===== src/rtl/burst_pkg.sv =====
`timescale 1ns/1ps
package burst_pkg;
  localparam int BEAT_W = 2;
  localparam int BURST_LEN = 1 << BEAT_W;

  typedef logic [BEAT_W-1:0] beat_t;

  typedef enum logic {
    ORD_INTLV = 1'b0,
    ORD_LIN   = 1'b1
  } order_e;

  // Low address bits for a given beat of a burst that began at 'start'.
  function automatic beat_t order_map(input beat_t start, input beat_t beat,
                                      input order_e ord);
    beat_t r;
    if (ord == ORD_LIN) r = start + beat;
    else                r = start ^ beat;
    return r;
  endfunction

  // Beats consumed by one advance.
  function automatic beat_t beat_step(input logic dbl);
    return dbl ? beat_t'(2) : beat_t'(1);
  endfunction
endpackage


===== src/rtl/bs_load_ctrl.sv =====
`timescale 1ns/1ps
module bs_load_ctrl
  import burst_pkg::*;
#(
  parameter int ADDR_W = 17
) (
  input  logic              clk,
  input  logic              rst_n,
  input  logic              ld,
  input  logic              adv,
  input  logic              lin_ord,
  input  logic              dbl_rate,
  input  logic [ADDR_W-1:0] addr_in,
  output logic [ADDR_W-BEAT_W-1:0] upper_q,
  output beat_t             start_q,
  output beat_t             beat_q,
  output order_e            ord_q,
  output logic              dbl_q,
  output logic              load_evt,
  output logic              adv_evt
);
  localparam int UP_W = ADDR_W - BEAT_W;

  // Load wins over advance.
  assign load_evt = ld;
  assign adv_evt  = adv && !ld;

  always_ff @(posedge clk) begin
    if (!rst_n) begin
      upper_q <= '0;
      start_q <= '0;
      beat_q  <= '0;
      ord_q   <= ORD_INTLV;
      dbl_q   <= 1'b0;
    end else if (load_evt) begin
      upper_q <= addr_in[ADDR_W-1:BEAT_W];
      start_q <= addr_in[BEAT_W-1:0];
      beat_q  <= '0;
      ord_q   <= order_e'(lin_ord);
      dbl_q   <= dbl_rate;
    end else if (adv_evt) begin
      beat_q  <= beat_q + beat_step(dbl_q);
    end
  end


  ld_beats_adv_chk: assert property (@(posedge clk) disable iff (!rst_n)
    (ld && adv) |=> (beat_q == '0));


  single_step_chk: assert property (@(posedge clk) disable iff (!rst_n)
    (adv && !ld && !dbl_q) |=> (beat_q == $past(beat_q) + beat_t'(1)));


  double_step_chk: assert property (@(posedge clk) disable iff (!rst_n)
    (adv && !ld && dbl_q) |=> (beat_q == $past(beat_q) + beat_t'(2)));


  idle_hold_chk: assert property (@(posedge clk) disable iff (!rst_n)
    (!ld && !adv) |=> $stable(beat_q));


  mode_held_chk: assert property (@(posedge clk) disable iff (!rst_n)
    !ld |=> ($stable(ord_q) && $stable(dbl_q) && $stable(start_q)));


  upper_held_chk: assert property (@(posedge clk) disable iff (!rst_n)
    !ld |=> (upper_q == $past(upper_q)));

  logic unused_up;
  assign unused_up = ^upper_q[UP_W-1:0] & 1'b0;
endmodule


===== src/rtl/bs_order_gen.sv =====
`timescale 1ns/1ps
module bs_order_gen
  import burst_pkg::*;
#(
  parameter int LANES = 2
) (
  input  beat_t                    start,
  input  beat_t                    beat,
  input  order_e                   ord,
  output logic [LANES-1:0][BEAT_W-1:0] lane_low
);
  for (genvar i = 0; i < LANES; i++) begin : g_lane
    beat_t lane_beat;
    assign lane_beat   = beat + beat_t'(i);
    assign lane_low[i] = order_map(start, lane_beat, ord);
  end
endmodule


===== src/rtl/burst_addr_seq.sv =====
`timescale 1ns/1ps
module burst_addr_seq
  import burst_pkg::*;
#(
  parameter int ADDR_W = 17
) (
  input  logic              clk,
  input  logic              rst_n,
  input  logic              ld,
  input  logic              adv,
  input  logic              lin_ord,
  input  logic              dbl_rate,
  input  logic [ADDR_W-1:0] addr_in,
  output logic [ADDR_W-1:0] addr_a,
  output logic [ADDR_W-1:0] addr_b
);
  localparam int UP_W  = ADDR_W - BEAT_W;
  localparam int LANES = 2;

  logic [UP_W-1:0] upper_q;
  beat_t           start_q;
  beat_t           beat_q;
  order_e          ord_q;
  logic            dbl_q;
  logic            load_evt;
  logic            adv_evt;
  logic [LANES-1:0][BEAT_W-1:0] lane_low;

  bs_load_ctrl #(.ADDR_W(ADDR_W)) u_ctrl (
    .clk      (clk),
    .rst_n    (rst_n),
    .ld       (ld),
    .adv      (adv),
    .lin_ord  (lin_ord),
    .dbl_rate (dbl_rate),
    .addr_in  (addr_in),
    .upper_q  (upper_q),
    .start_q  (start_q),
    .beat_q   (beat_q),
    .ord_q    (ord_q),
    .dbl_q    (dbl_q),
    .load_evt (load_evt),
    .adv_evt  (adv_evt)
  );

  bs_order_gen #(.LANES(LANES)) u_order (
    .start    (start_q),
    .beat     (beat_q),
    .ord      (ord_q),
    .lane_low (lane_low)
  );

  assign addr_a = {upper_q, lane_low[0]};
  assign addr_b = {upper_q, lane_low[1]};


  load_capture_chk: assert property (@(posedge clk) disable iff (!rst_n)
    load_evt |=> (addr_a == $past(addr_in)));


  wrap_step_chk: assert property (@(posedge clk) disable iff (!rst_n)
    (adv_evt && !dbl_q && beat_q == beat_t'(3)) |=> (addr_a[BEAT_W-1:0] == start_q));


  lin_next_chk: assert property (@(posedge clk) disable iff (!rst_n)
    (ord_q == ORD_LIN) |-> (addr_b[BEAT_W-1:0] == beat_t'(addr_a[BEAT_W-1:0] + 2'd1)));


  intlv_pair_chk: assert property (@(posedge clk) disable iff (!rst_n)
    (ord_q == ORD_INTLV && dbl_q) |-> (addr_b[BEAT_W-1:0] == (addr_a[BEAT_W-1:0] ^ 2'b01)));


  pair_upper_chk: assert property (@(posedge clk) disable iff (!rst_n)
    addr_a[ADDR_W-1:BEAT_W] == addr_b[ADDR_W-1:BEAT_W]);
endmodule


===== config.mk =====
export PLATFORM = sky130hd
export DESIGN_NAME = burst_addr_seq
export DESIGN_NICKNAME = d
export VERILOG_FILES = /design/src/rtl/burst_pkg.sv /design/src/rtl/bs_load_ctrl.sv /design/src/rtl/bs_order_gen.sv /design/src/rtl/burst_addr_seq.sv
export SDC_FILE = /design/constraint.sdc
export NUM_CORES = 1
export LEC_CHECK = 0
export ABC_AREA = 1
export CELL_PAD_IN_SITES_DETAIL_PLACEMENT = 0
export CELL_PAD_IN_SITES_GLOBAL_PLACEMENT = 1
export CORE_UTILIZATION = 25
export DETAILED_ROUTE_END_ITERATION = 16
export PLACE_DENSITY = 0.79
export SLEW_MARGIN = 20
export SYNTH_ARGS = -nofsm -noshare
export SYNTH_HDL_FRONTEND = slang
export SYNTH_SLANG_ARGS = --single-unit
export TNS_END_PERCENT = 10

===== constraint.sdc =====
create_clock -name clk -period 1.4 [get_ports clk]
set_input_delay 0.14 -clock clk [delete_from_list [all_inputs] [get_ports clk]]
set_output_delay 0.14 -clock clk [all_outputs]
set_load 0.01 [all_outputs]

==> impl_metrics.csv <==
group,metric,value,unit
synthesis,synth_largest_area_cell,"dfxtp_1",
timing,period_share,102,%
detailed_routing,drc,0,
timing,hold_slack,0.464,ns
flow_run,maxCapViolations,0,
detailed_routing,first_pass_iters,4,
final_layout,area_growth,59.4,%
floorplanning,rows,22,
place,placed_cells,229,
floorplanning,core,3800,um2
detailed_routing,ant_nets,0,
global_routing,grt_pass1_wl,3.87,mm
global_routing,grt_max_degree,16,
synthesis,avgSynthCellArea,7.45,um2
synthesis,synth_common_cells,"nor2_1, dfxtp_1, o21ai_0",
timing,fmax,703,MHz
timing,drv_slew,0,
detailed_routing,routed_wl,2.51,mm
synthesis,synthTopCellsByArea,"dfxtp_1, nor2_1, buf_4",
critical_path,arrival,1.28,ns
clock_tree,tritoncts,"yes",
critical_path,critical_path_class,"reg -> out",
timing,fin_skew,0.00282,ns
critical_path,setup.worst_path.start_class,"register",
final_layout,stdcell_area,1630,um2
critical_path,cp-end-kind,"primary output",
power,p_per_area,873,nW/um2
timing,rsz0062_at_grt,"true",
synthesis,synthCells,137,
clock_tree,clk_path_buf_depth,2,
final_layout,nFillCells,397,
floorplanning,initial_core_util,26.9,%
critical_path,cp_data_required_time,1.26,ns
detailed_routing,vias_per_cell,4.22,
global_routing,grt_pass1_vias,924,
critical_path,worst-path-max-fanout,2,
global_routing,antenna_found_initial,0,
timing,max-slew-margin-rel,78.5,%
clock_tree,cts.sinks,21,
timing,setup_slack,-0.0234,ns
timing,hold_violations,0,
synthesis,netlist_area,1020,um2
synthesis,synthArstFlopShare,0,%
clock_tree,clk_latency,0.26,ns
synthesis,synth_top_area_share,41.2,%
floorplanning,die_x,65.9,um
final_layout,seqCellArea,423,um2
final_layout,drive_gt1_share,15.1,%
clock_tree,cts.htree.levels,1,
detailed_routing,drt-initial-drc-count,62,
place,hpwl,1.86,mm
clock_tree,cts-root-buf,"clkbuf_8",
floorplanning,die_y,65.9,um
timing,min_period,1.42,ns
place,numPortBuffers,56,
timing,tightest_slew,0.321,ns
outcome,status,"complete, but fails checks",
power,power,1.42,mW
place,placed_area,1560,um2
clock_tree,clk_pin_slew,0.08,ns
global_routing,overflow,0,
final_layout,nets,212,
synthesis,synth_edf_count,0,
global_routing,grt.total_usage,11.7,%
clock_tree,cts_buffers,3,
synthesis,ys.warnings.count,0,
final_layout,fin_util,42.9,%
final_layout,finalNonFillerCells,233,
synthesis,ys_ff_latch,21,
place,gp_congestion,0.726,
synthesis,yosysMostFrequentCell,"nor2_1",
final_layout,multi_input_area,432,um2
synthesis,synth_nets,163,
floorplanning,ios,57,
power,leakage,0.696,nW
synthesis,synth-seq-area-share,41.2,%
detailed_routing,detail_route.wl_per_cell,10.8,um
place,pre_cts_slack,-0.175,ns
outcome,violations,"negative setup slack",
synthesis,synth_ff_type,"dfxtp_1",
detailed_routing,vias,983,
timing,fin_setup_tns,-0.0234,ns
synthesis,ys_types,19,
clock_tree,hold_buffers,0,
final_layout,diodes,0,
floorplanning,dieArea,4340,um2
power,ir_drop,0.298,mV
min_path,holdCritPathClass,"in -> reg",
timing,setup_viol,1,
-- power breakdown --
part	switching (mW)	leakage [nW]	internal [mW]
Clock	0.191	0.0255	0.198
Combinational	0.148	0.496	0.216
Sequential	0.0306	0.175	0.638
-- what timing repair did --
item / CTS / global route
pin swaps: 1 / 1
buffers inserted: 0 / 0
endpoints found under the hold margin: 0 / 0
endpoints found under the setup margin: 4 / 4
gates resized for setup: 6 / 14
-- state kept, by name, indices dropped and copies added, names as in the netlist --
name / count
u_ctrl.dbl_q: 1
u_ctrl.ord_q: 1
u_ctrl.beat_q: 2
u_ctrl.upper_q: 15
u_ctrl.start_q: 2
-- worst paths after layout --
path,start,end,slack (ns),depth (start not counted)
worst min-delay path,addr_in[14],u_ctrl.upper_q[12]$_SDFFE_PN0P_,0.46,3
worst min register to register,u_ctrl.upper_q[10]$_SDFFE_PN0P_,u_ctrl.upper_q[10]$_SDFFE_PN0P_,0.53,2
worst max-delay path,u_ctrl.beat_q[0]$_SDFFE_PP0P_,addr_b[1],-0.02,8
worst max register to register,u_ctrl.beat_q[0]$_SDFFE_PP0P_,u_ctrl.beat_q[1]$_SDFFE_PP0P_,0.29,7
-- critical path: stages (launching register included) --
cell and delay [ns]:
dfxtp_2 0.34, inv_2 0.05, ha_4 0.15, nand2_4 0.07, xor2_2 0.15, inv_1 0.05, nand2_1 0.05, nand2_1 0.04
buf_2 0.13
-- layout make-up --
cell class / count / area share [%]
repair buffers: 65 / 38.2
flip-flops and latches: 21 / 26.0
inverters: 12 / 2.77
clock buffers: 3 / 2.54
well taps: 48 / 3.69
multi-input cells: 83 / 26.5
clock inverters: 1 / 0.307
-- routing by layer --
layer  wire (um)  global-route usage, %  share of wire [%]  up-vias
met5           0                      0                  0        -
met4          41                   5.71                1.6        0
met3         150                   2.93                6.0        4
met2        1300                   20.9                 52       39
met1        1010                   12.8                 40      442
li1            -                      -                  -      498
-- logic make-up after synthesis --
kind of cell | count (synthesis) | share of synthesized area, %
flip-flops | 21 | 41.2
XOR/XNOR | 2 | 2.45
buffers and inverters | 33 | 19.5
AO/OA/AOI/OAI | 22 | 10.8
AND/OR/NAND/NOR | 56 | 22.4
adder cells (fa/ha/maj) | 3 | 3.68
-- cells in the final DEF, fill, tap and decap left out --
| cell type | instances |
|---|---|
| buf_4 | 9 |
| inv_2 | 3 |
| a21oi_1 | 2 |
| dfxtp_2 | 2 |
| clkbuf_8 | 3 |
| nand2_1 | 11 |
| dlygate4sd2_1 | 2 |
| buf_6 | 1 |
| o21ai_0 | 18 |
| nor2_4 | 1 |
| ha_4 | 1 |
| o21ai_1 | 2 |
| nand3_1 | 2 |
| xor2_2 | 2 |
| ha_2 | 1 |
| nand3_2 | 1 |
| nand2_4 | 1 |
| clkdlybuf4s50_1 | 52 |
| ha_1 | 1 |
| nor2_2 | 1 |
| buf_2 | 1 |
| dfxtp_1 | 19 |
| nor2_1 | 39 |
| inv_1 | 9 |
| clkinv_2 | 1 |
Power figures use the tool's default switching activity.
